===== src/rtl/lds_pkg.sv =====
package lds_pkg;
  typedef enum logic [1:0] {ST_IDLE, ST_FETCH, ST_PAD, ST_ACCESS} lds_state_e;

  localparam logic [15:0] LDS_MASK = 16'hFE0F;
  localparam logic [15:0] LDS_CODE = 16'h9000;

  function automatic logic is_lds(input logic [15:0] w);
    return (w & LDS_MASK) == LDS_CODE;
  endfunction

  function automatic logic [4:0] dest_of(input logic [15:0] w);
    return w[8:4];
  endfunction

  // extra cycles between address fetch and data request
  function automatic logic [1:0] pad_cycles(input logic ext, input logic io, input logic nvm);
    return {1'b0, ext & ~io} + {1'b0, nvm};
  endfunction
endpackage


===== src/rtl/lds_decoder.sv =====
module lds_decoder
  import lds_pkg::*;
(
  input  logic [15:0] word,
  output logic        match,
  output logic [4:0]  dest
);
  always_comb begin
    match = is_lds(word);
    dest  = dest_of(word);
  end
endmodule


===== src/rtl/lds_region_map.sv =====
module lds_region_map
  import lds_pkg::*;
#(
  parameter int          ADDR_W   = 16,
  parameter logic [15:0] IO_LAST  = 16'h005F,
  parameter logic [15:0] NVM_BASE = 16'h8000
) (
  input  logic [ADDR_W-1:0] k,
  input  logic              ext,
  output logic              in_io,
  output logic              in_nvm,
  output logic [1:0]        pads
);
  localparam logic [ADDR_W-1:0] IO_TOP  = ADDR_W'(IO_LAST);
  localparam logic [ADDR_W-1:0] NVM_LOW = ADDR_W'(NVM_BASE);

  always_comb begin
    in_io  = (k <= IO_TOP);
    in_nvm = (k >= NVM_LOW);
    pads   = pad_cycles(ext, in_io, in_nvm);
  end
endmodule


===== src/rtl/lds_ctrl.sv =====
module lds_ctrl
  import lds_pkg::*;
#(
  parameter int PC_W   = 16,
  parameter int ADDR_W = 16,
  parameter int PAGE_W = 8,
  parameter int DEST_W = 5
) (
  input  logic                     clk,
  input  logic                     rst_n,
  input  logic                     start,
  input  logic                     match,
  input  logic [DEST_W-1:0]        dest,
  input  logic [PC_W-1:0]          pc_in,
  input  logic [PAGE_W-1:0]        page,
  input  logic                     ext_timing,
  input  logic [ADDR_W-1:0]        pm_data,
  input  logic [1:0]               pads,
  input  logic                     rd_ready,
  output logic                     ext_q,
  output logic [PC_W-1:0]          pm_addr,
  output logic                     rd_req,
  output logic [PAGE_W+ADDR_W-1:0] rd_addr,
  output logic [DEST_W-1:0]        dest_q,
  output logic [PC_W-1:0]          pc_out,
  output logic                     busy,
  output logic                     done,
  output logic                     illegal,
  output logic                     accept_evt,
  output logic                     fetch_evt
);
  lds_state_e        state;
  logic [PC_W-1:0]   pc_q;
  logic [PAGE_W-1:0] page_q;
  logic [ADDR_W-1:0] k_q;
  logic [1:0]        pad_q;

  always_comb begin
    accept_evt = (state == ST_IDLE) && start && match;
    fetch_evt  = (state == ST_FETCH);
    rd_req     = (state == ST_ACCESS);
    done       = rd_req && rd_ready;
    busy       = (state != ST_IDLE);
    pm_addr    = pc_q + PC_W'(1);
    rd_addr    = {page_q, k_q};
  end

  always_ff @(posedge clk) begin
    if (!rst_n) begin
      state   <= ST_IDLE;
      pc_q    <= '0;
      page_q  <= '0;
      k_q     <= '0;
      pad_q   <= '0;
      dest_q  <= '0;
      ext_q   <= 1'b0;
      pc_out  <= '0;
      illegal <= 1'b0;
    end else begin
      illegal <= (state == ST_IDLE) && start && !match;
      unique case (state)
        ST_IDLE: begin
          if (accept_evt) begin
            pc_q   <= pc_in;
            page_q <= page;
            dest_q <= dest;
            ext_q  <= ext_timing;
            state  <= ST_FETCH;
          end
        end
        ST_FETCH: begin
          k_q   <= pm_data;
          pad_q <= pads;
          state <= (pads == 2'd0) ? ST_ACCESS : ST_PAD;
        end
        ST_PAD: begin
          if (pad_q == 2'd1) state <= ST_ACCESS;
          else               pad_q <= pad_q - 2'd1;
        end
        ST_ACCESS: begin
          if (rd_ready) begin
            pc_out <= pc_q + PC_W'(2);
            state  <= ST_IDLE;
          end
        end
        default: state <= ST_IDLE;
      endcase
    end
  end
endmodule


===== src/rtl/lds_sequencer.sv =====
module lds_sequencer #(
  parameter int          PC_W     = 16,
  parameter int          ADDR_W   = 16,
  parameter int          PAGE_W   = 8,
  parameter int          DATA_W   = 8,
  parameter int          RF_AW    = 5,
  parameter logic [15:0] IO_LAST  = 16'h005F,
  parameter logic [15:0] NVM_BASE = 16'h8000
) (
  input  logic                     clk,
  input  logic                     rst_n,
  input  logic                     start,
  input  logic [15:0]              instr,
  input  logic [PC_W-1:0]          pc_in,
  input  logic [PAGE_W-1:0]        page,
  input  logic                     ext_timing,
  output logic [PC_W-1:0]          pm_addr,
  input  logic [ADDR_W-1:0]        pm_data,
  output logic                     rd_req,
  output logic [PAGE_W+ADDR_W-1:0] rd_addr,
  input  logic [DATA_W-1:0]        rd_data,
  input  logic                     rd_ready,
  output logic                     rf_we,
  output logic [RF_AW-1:0]         rf_waddr,
  output logic [DATA_W-1:0]        rf_wdata,
  output logic [PC_W-1:0]          pc_out,
  output logic                     busy,
  output logic                     done,
  output logic                     illegal
);
  logic       match;
  logic [4:0] dest_raw;
  logic       in_io, in_nvm, ext_q;
  logic [1:0] pads;
  logic       accept_evt, fetch_evt;

  lds_decoder u_dec (.word(instr), .match(match), .dest(dest_raw));

  lds_region_map #(.ADDR_W(ADDR_W), .IO_LAST(IO_LAST), .NVM_BASE(NVM_BASE)) u_region (
    .k(pm_data), .ext(ext_q), .in_io(in_io), .in_nvm(in_nvm), .pads(pads)
  );

  lds_ctrl #(.PC_W(PC_W), .ADDR_W(ADDR_W), .PAGE_W(PAGE_W), .DEST_W(RF_AW)) u_ctrl (
    .clk(clk), .rst_n(rst_n), .start(start), .match(match),
    .dest(RF_AW'(dest_raw)), .pc_in(pc_in), .page(page), .ext_timing(ext_timing),
    .pm_data(pm_data), .pads(pads), .rd_ready(rd_ready), .ext_q(ext_q),
    .pm_addr(pm_addr), .rd_req(rd_req), .rd_addr(rd_addr), .dest_q(rf_waddr),
    .pc_out(pc_out), .busy(busy), .done(done), .illegal(illegal),
    .accept_evt(accept_evt), .fetch_evt(fetch_evt)
  );

  always_comb begin
    rf_we    = done;
    rf_wdata = rd_data;
  end
endmodule


===== config.mk =====
export PLATFORM = sky130hd
export DESIGN_NAME = lds_sequencer
export DESIGN_NICKNAME = d
export VERILOG_FILES = /design/src/rtl/lds_pkg.sv /design/src/rtl/lds_decoder.sv /design/src/rtl/lds_region_map.sv /design/src/rtl/lds_ctrl.sv /design/src/rtl/lds_sequencer.sv
export SDC_FILE = /design/constraint.sdc
export NUM_CORES = 1
export LEC_CHECK = 0
export ABC_AREA = 1
export BUFFER_PORTS_ARGS = -buffer_cell sky130_fd_sc_hd__buf_2
export CAP_MARGIN = 10
export CORE_ASPECT_RATIO = 1.75
export CORE_MARGIN = 2
export CORE_UTILIZATION = 30
export DETAILED_ROUTE_END_ITERATION = 8
export MAX_ROUTING_LAYER = met4
export SLEW_MARGIN = 20
export SYNTH_ARGS = -nofsm -noshare
export SYNTH_HDL_FRONTEND = slang
export SYNTH_HIERARCHICAL = 1
export SYNTH_SLANG_ARGS = --single-unit

===== constraint.sdc =====
create_clock -name clk -period 1.4 [get_ports clk]
set_input_delay 0.28 -clock clk [delete_from_list [all_inputs] [get_ports clk]]
set_output_delay 0.28 -clock clk [all_outputs]
set_load 0.005 [all_outputs]

Yosys cells after proc, flatten, opt, wreduce, memory -nomap -nowiden
Index checks and enable logic that the tools add are counted.

storage, ports and cells
  register bits after elaboration = 67
  input port bits = 69
  logic and storage cells = 46

cells by class
  add/subtract/negate cells = 4
  magnitude comparators = 2
  equality and inequality tests = 9
  muxes and demuxes = 7
  bitwise operators = 2
  reduce and logical (&&, ||, !) cells = 13

operators by type and width
  operator                                                          number
  adder 16 x 1 -> 16 bit (second input constant)                    1
  adder 16 x 2 -> 16 bit (second input constant)                    1
  >= comparator 16 bit (second input constant)                      1
  less-or-equal comparator 16 x 7 -> 1 bit (second input constant)  1
  equality test 11 bit (second input constant)                      1
  two-way mux 2 bit                                                 4
  case mux 2 bit (4 select lines)                                   1
  AND reduction 2 bit                                               3
  equality test 2 x 1 -> 1 bit (second input constant)              2
  equality test 2 bit (second input constant)                       2
  logical AND 1 bit                                                 4
  zero test 2 bit                                                   2
  inequality test 2 x 1 -> 1 bit (second input constant)            2
  inequality test 2 bit (second input constant)                     2
  case mux 2 bit (2 select lines)                                   1
  nonzero test 2 bit                                                2
  AND reduction 3 bit                                               1
  adder 1 x 1 -> 2 bit                                              1
  subtractor 2 x 1 -> 2 bit (second input constant)                 1
  AND 1 bit                                                         1
  zero test 1 bit                                                   1
  two-way mux 1 bit                                                 1
  inverter 1 bit                                                    1

Logic depth before layout (Yosys ltp)
Gate-level depths: netlist of the first run.

  depth in word-level cells = 7
  gate-level depth with buffers = 10
  depth with buffers taken out = 10

Modules after synthesis
The synthesis of the first run kept the hierarchy.

modules (own cells, without submodules)
  module          times used  cells each  area an instance (µm²)  seq. area each (µm²)
  lds_ctrl        1           418         3017.9                  1341.3
  lds_decoder     1           22          107.6                   0.0
  lds_sequencer   1           9           67.6                    0.0
  lds_region_map  1           13          62.6                    0.0

Worst setup path after synthesis of the first run
No wires, ideal clock.

  path type = register to output
  from = register u_ctrl.state[0]
  to = output port rf_we
  arrival = 1.242 ns
  required time = 1.120 ns
  path slack = -0.122 ns
  cell stages (with the launch flop) = 7
  path through = dfxtp_1 > ha_1 > nand2_1 > inv_1 > buf_2 > buf_2 > buf_4

on the way
  word-level cells in the longest chain between the ends = 2

RTL lines
  item                    RTL line             text
  start, declared         lds_ctrl.sv:32       lds_state_e state;
  start signal, assigned  lds_ctrl.sv:74       state <= (pads == 2'd0) ? ST_ACCESS : ST_PAD;
  equality test 2 bit     lds_ctrl.sv:41       rd_req = (state == ST_ACCESS);
  net rd_req              lds_sequencer.sv:19  output logic rd_req,
  logical AND 1 bit       lds_ctrl.sv:42       done = rd_req && rd_ready;
  end, declared           lds_sequencer.sv:23  output logic rf_we,

The timed path passes the listed nets, and every way through them passes these cells.

Worst setup path in the final report of the first run
  from = register u_ctrl.pc_q[1]
  to = register u_ctrl.pc_out[13]

on the way
  word-level cells in the longest chain between the ends = 1

RTL lines
  item                    RTL line        text
  start, declared         lds_ctrl.sv:33  logic [PC_W-1:0] pc_q;
  start signal, assigned  lds_ctrl.sv:64  pc_q <= pc_in;
  adder 16 x 2 -> 16 bit  lds_ctrl.sv:82  pc_out <= pc_q + PC_W'(2);
  end signal, assigned    lds_ctrl.sv:82
  end, declared           lds_ctrl.sv:25  output logic [PC_W-1:0] pc_out,

No other way between the ends.
A chain may end at the register's enable or synchronous reset.

==> results of run 1 <==
## worst reg2reg max path: cells and delay by family (launching register included)
family        cells  cell delay, ns
simple gates      6            0.41
fa+ha+maj         1            0.17
buf+inv           8            0.90
flops             1            0.36
## power breakdown
part	total (W)	internal, W	switching [W]
Sequential	0.00225	0.00212	0.000132
Combinational	0.00146	0.000716	0.000740
Clock	0.00228	0.00143	0.000855
Total	0.00599	0.00426	0.00173
## cell type report
cell class              count  area share [%]
repair buffers            214            27.5
multi-input cells         313            36.7
well taps                 130            2.86
clock buffers              10            4.20
diodes                      1          0.0440
clock inverters             6            1.12
flip-flops and latches     67            24.0
inverters                  47            3.63
## repair_timing
| item | 4_1_cts | 5_1_grt |
|---|---|---|
| buffers inserted | 31 | 8 |
| gates cloned | 1 | 5 |
| gates resized for setup | 63 | 144 |
| pin swaps | 19 | 29 |
| endpoints found under the setup margin | 26 | 69 |
## stage by stage
step	std cells	area (um2)	TNS, ns
after detailed placement	733	4290	-6.38
after floorplan	461	3290	-0.0175
final	788	5690	-7.62
after CTS	780	5080	-6.37
after global routing	788	5690	-11.69
after global placement	733	4290	-4.36
## how the worst max path moves through the flow
stage                                            from                              to  slack, ns
after global routing      u_ctrl/pc_q[1]$_SDFFE_PN0P_                     pm_addr[11]      -0.59
final                     u_ctrl/pc_q[1]$_SDFFE_PN0P_  u_ctrl/pc_out[13]$_SDFFE_PN0P_      -0.49
after floorplan           u_ctrl/pc_q[1]$_SDFFE_PN0P_                     pm_addr[10]      -0.01
after detailed placement  u_ctrl/pc_q[0]$_SDFFE_PN0P_                     pm_addr[10]      -0.23
after CTS                 u_ctrl/pc_q[1]$_SDFFE_PN0P_                     pm_addr[13]      -0.45
after global placement    u_ctrl/pc_q[0]$_SDFFE_PN0P_                     pm_addr[10]      -0.20
## sequential cells by signal (all words and copies together) (netlist names)
register	cells
u_ctrl/k_q	16
u_ctrl/pc_out	16
u_ctrl/pc_q	16
u_ctrl/page_q	8
u_ctrl/dest_q	5
u_ctrl/pad_q	2
u_ctrl/state	2
u_ctrl/ext_q	1
u_ctrl/illegal	1
## routing by layer
metal,GRT usage [%],up-vias
met5,-,-
met4,8.02,0
met3,5.66,22
met2,34.1,114
met1,18.4,1730
li1,-,1841
==> metrics.cfg, run 1 <==
[status]
outcome = finished, violations left
violations = setup timing

[route]
wl_met1_mm = 4.09
drt_iter0_markers = 123
drtPass1Iterations = 5
dr_wl_met3_um = 788
wl_per_cell_um = 14.4
ant_nets = 0
drcViolationCount = 0
via_per_inst = 4.70
route.met2.wl_mm = 6.22
highest_layer = met4
routed_wl_mm = 11.4
vias = 3707

[die]
dieArea_um2 = 11700
die_h_um = 142
initial_core_util_pct = 30.6
core_um2 = 10600
rows = 50
die_w_um = 82.7
ios = 143

[power]
vdd_drop_max_uv = 847
fin_total_pwr_w = 0.00599
p_leak_nw = 2.60
p_per_area_nw_per_um2 = 1050

[cells_and_area]
mostFrequentLayoutCells = 121 x buf_2, 71 x nand2_1, 60 x nor2_1
fillers = 971
layout_commonest_cell = buf_2
utilization_pct = 53.5
multi_input_area_um2 = 2090
nets = 729
layout-drive-gt1-share_pct = 53.1
syn2layout_area_growth_pct = 75.2
register_area_um2 = 1370

[worst_hold_path]
hp-class = in2reg
hold-path-endpoint = u_ctrl/k_q[1]$_SDFFE_PN0P_
hold_start = pm_data[1]
holdPathStages = 3

[synth]
synthCells = 461
yosys_warnings = 6
syn-num-nets = 538
synth.avg_cell_area_um2 = 7.05
synth.cell_area_um2 = 3250

[placed_design]
hpwl_mm = 7.28
io_buffers = 126
place_congestion = 0.782
dp_slack_ns = -0.230

[critical_path]
reg2reg_depth = 15
crit_top_cell = buf_4
max_stage_delay_ns = 0.36
cp.required_ns = 1.68
path_delay_family = buffers and inverters
rr_startpoint = u_ctrl/pc_q[1]$_SDFFE_PN0P_
path_cells = ha_4, nand2_1, nor2_4, nand3_2, nand2_2, buf_4, buf_4, buf_4, buf_4, buf_4, buf_4, buf_4, nand3_2, nand2_1, inv_1
crit_cells = 15
cp.arrival_ns = 2.17
rr_endpoint = u_ctrl/pc_out[13]$_SDFFE_PN0P_
crit_type = reg2reg
worstPathMaxFanout = 4
worst_path_max_delay_cell = dfxtp_4
end_kind = flop
crit_buf_inv = 8
r2r_setup_slack_ns = -0.49
startpoint_type = flop

[global_routing]
track_usage_pct = 19.0
grt_pass1_vias = 3572
antenna_found_initial = 1
grt_max_degree = 35
grt_pass1_wl_mm = 16.4
grt.overflow.total = 0

[timing]
maxSlewHeadroom_pct = 55.5
tightest_slew_ns = 0.666
fin_ws_ns = -0.490
holdWs_ns = 0.172
skew_ns = 0.00465
timing.fmax_mhz = 529
drv_slew = 0
finalSetupViolations = 51
hold_viol = 0
fin_crit_ns = 1.89
period_share_pct = 135
rsz0062_at_grt = yes

[clock_network]
cts.sinks = 67
cts_tree = done
cts_buffers = 9
ctsHoldBuffers = 0
h-tree-depth = 3
clk_pin_slew_worst_paths_ns = 0.06
clock_latency_ns = 0.33
cts-root-buf = clkbuf_16
clockBufferDepth = 2

[run]
max-cap-violations = 0

(Power assumes the default switching activity.)
==> inputs of run 2 (changes only) <==
GPL_TIMING_DRIVEN = 0   (was unset)
clock period = 1.86 ns   (was 1.4 ns; I/O delays follow)
==> metrics.cfg, run 2 (synthesis results as in run 1) <==
[power]
combPwrFrac_pct = 18.0  ; -6.3 points
seq_power_share_pct = 41.0  ; +3.4 points
p_leak_nw = 2.20  ; -16%
clkPwrFrac_pct = 41.1  ; +3.0 points
p_int_w = 0.00299  ; -30%
fin_total_pwr_w = 0.00412  ; -31%
p_per_area_nw_per_um2 = 885  ; -16%
vdd_drop_max_uv = 616  ; -27%
p_switching_w = 0.00113  ; -34%
power.share.switching_pct = 27.5  ; -1.3 points

[clock_network]
cts_tree = done
cts_buffers = 9  ; unchanged
clockBufferDepth = 2  ; unchanged
h-tree-depth = 3  ; unchanged
clock_latency_ns = 0.33  ; about the same
cts-root-buf = clkbuf_16
clk_pin_slew_worst_paths_ns = 0.06  ; about the same
cts.sinks = 67  ; unchanged

[route]
ant_nets = 0  ; unchanged
routed_wl_mm = 9.83  ; -14%
drcViolationCount = 0  ; unchanged
vias = 3479  ; -6.2%
drtPass1Iterations = 5  ; unchanged
via_per_inst = 4.63  ; -1.5%
wl_per_cell_um = 13.1  ; -9.3%
drt_iter0_markers = 201  ; +63%

[timing]
fin_ws_ns = -0.0989  ; +0.391 ns
drv_slew = 0  ; unchanged
holdWs_ns = 0.267  ; +0.0956 ns
skew_ns = 0.00786  ; +0.00321 ns
finalSetupViolations = 11  ; -78%
timing.fmax_mhz = 510
hold_viol = 0  ; unchanged
fin_crit_ns = 1.96
rsz0062_at_grt = yes
tightest_slew_ns = 0.533  ; -0.134 ns
maxSlewHeadroom_pct = 64.5  ; +9.0 points
period_share_pct = 105

[run]
max-cap-violations = 0  ; unchanged

[critical_path]
rr_startpoint = u_ctrl/state[0]$_SDFFE_PN0P_
rr_endpoint = u_ctrl/pc_q[11]$_SDFFE_PN0P_
crit_type = reg2out
crit_path_start = u_ctrl/pc_q[1]$_SDFFE_PN0P_
cp.arrival_ns = 1.59  ; -0.58 ns
end_kind = output pin
reg2reg_depth = 6  ; -9
cp.required_ns = 1.49  ; -0.19 ns
startpoint_type = flop
r2r_setup_slack_ns = 0.18  ; +0.67 ns
cp-endpoint = pm_addr[9]
worstPathMaxFanout = 3  ; -1

[global_routing]
grt_max_degree = 21  ; -40%
grt_pass1_wl_mm = 15.3  ; -7.2%
grt.overflow.total = 0  ; unchanged
antenna_found_initial = 0  ; -1
track_usage_pct = 17.6  ; -1.4 points
grt_pass1_vias = 3400  ; -4.8%

[status]
violations = setup timing
outcome = finished, violations left

[placed_design]
hpwl_mm = 7.53  ; +3.4%
place_congestion = 0.862  ; +10%
dp_slack_ns = -0.111  ; +0.119 ns
io_buffers = 129  ; +2.4%
dp.cells = 720  ; -1.8%

[die]
dieArea_um2 = 11700  ; unchanged
ios = 143  ; unchanged
initial_core_util_pct = 30.6  ; unchanged
die_w_um = 82.7  ; unchanged
core_um2 = 10600  ; unchanged
rows = 50  ; unchanged
die_h_um = 142  ; unchanged

[cells_and_area]
antenna_cells = 0  ; -1
mostFrequentLayoutCells = 135 x buf_2, 85 x nand2_1, 71 x nor2_1
syn2layout_area_growth_pct = 43.2
stdcell_count = 751  ; -4.7%
reg_top3 = u_ctrl/k_q (16), u_ctrl/pc_out (16), u_ctrl/pc_q (16)
layout_commonest_cell = buf_2
layout-drive-gt1-share_pct = 36.7  ; -16 points
nets = 693  ; -4.9%

[worst_hold_path]
hp-class = in2reg

==> run 2: cell count changes in the layout (fill, tap and decap cells not counted), sizes merged <==
cell	delta
diode	-1
clkinv	+2
buf	-41
inv	-2
clkbuf	+6
clkinvlp	-1
==> run 2: layout make-up <==
class	count	area [um2]
plain buffers	33	211
clock buffers	11	243
clock inverters	5	52.6
fillers	1114	5980
inverters	47	178
multi-input cells	313	1660
flip-flops and latches	67	1360
well taps	130	163
repair buffers	145	781
==> run 2: worst min-delay path by stage <==
stage                                        startpoint                       endpoint  slack (ns)  cells after the start
after detailed placement  u_ctrl/dest_q[0]$_SDFFE_PN0P_  u_ctrl/dest_q[0]$_SDFFE_PN0P_        0.46                      2
after CTS                                    pm_data[0]     u_ctrl/k_q[0]$_SDFFE_PN0P_        0.26                      3
after global routing                         pm_data[4]     u_ctrl/k_q[4]$_SDFFE_PN0P_        0.28                      3
after floorplan               u_ctrl/ext_q$_SDFFE_PN0P_      u_ctrl/ext_q$_SDFFE_PN0P_        0.45                      2
final                                        pm_data[0]     u_ctrl/k_q[0]$_SDFFE_PN0P_        0.27                      3
after global placement    u_ctrl/page_q[3]$_SDFFE_PN0P_  u_ctrl/page_q[3]$_SDFFE_PN0P_        0.45                      2
==> run 2: what timing repair did <==
item | 4_1_cts | 5_1_grt
resized for setup | 32 | 21
buffers inserted | 9 | 8
cloned | 0 | 0
endpoints found under the hold margin | 0 | 0
setup endpoints to repair | 14 | 14
pin swaps | 13 | 10
hold buffers | 0 | 0
==> run 2: metrics by stage <==
step | utilization, % | cell area [um2] | TNS, ns
4_1_cts | 42.5 | 4520 | -0.679
2_1_floorplan | - | 3250 | 0
3_3_place_gp | 38.2 | 4060 | -0.139
6_report | 43.8 | 4650 | -0.570
5_1_grt | 43.8 | 4650 | -1.61
3_5_place_dp | 38.2 | 4060 | -0.216
==> run 2: worst max-delay path: stages (launching register included) <==
cell     delay [ns]
dfxtp_4        0.38
ha_4           0.16
nand2_2        0.07
nor2_4         0.12
buf_6          0.11
nand3_2        0.08
a31oi_1        0.19
buf_2          0.14
==> run 2: power by group through the flow <==
stage               Clock, W  Sequential (W)  Combinational [W]
floorplan                  0         0.00171           0.000408
CTS                  0.00172         0.00168           0.000739
detailed placement         0         0.00171           0.000733
global route         0.00179         0.00170           0.000854
global placement           0         0.00170           0.000712
finish               0.00169         0.00169           0.000740
==> run 2: metal layers <==
layer  GRT usage, %  part of all wire (%)  vias up  wire length [um]
met5              -                     0        -                 0
met4           5.69                   1.5        0               145
met3           4.64                   7.2       10               710
met2           32.3                    54      134              5350
met1           17.5                    37     1569              3630
li1               -                     -     1766                 -
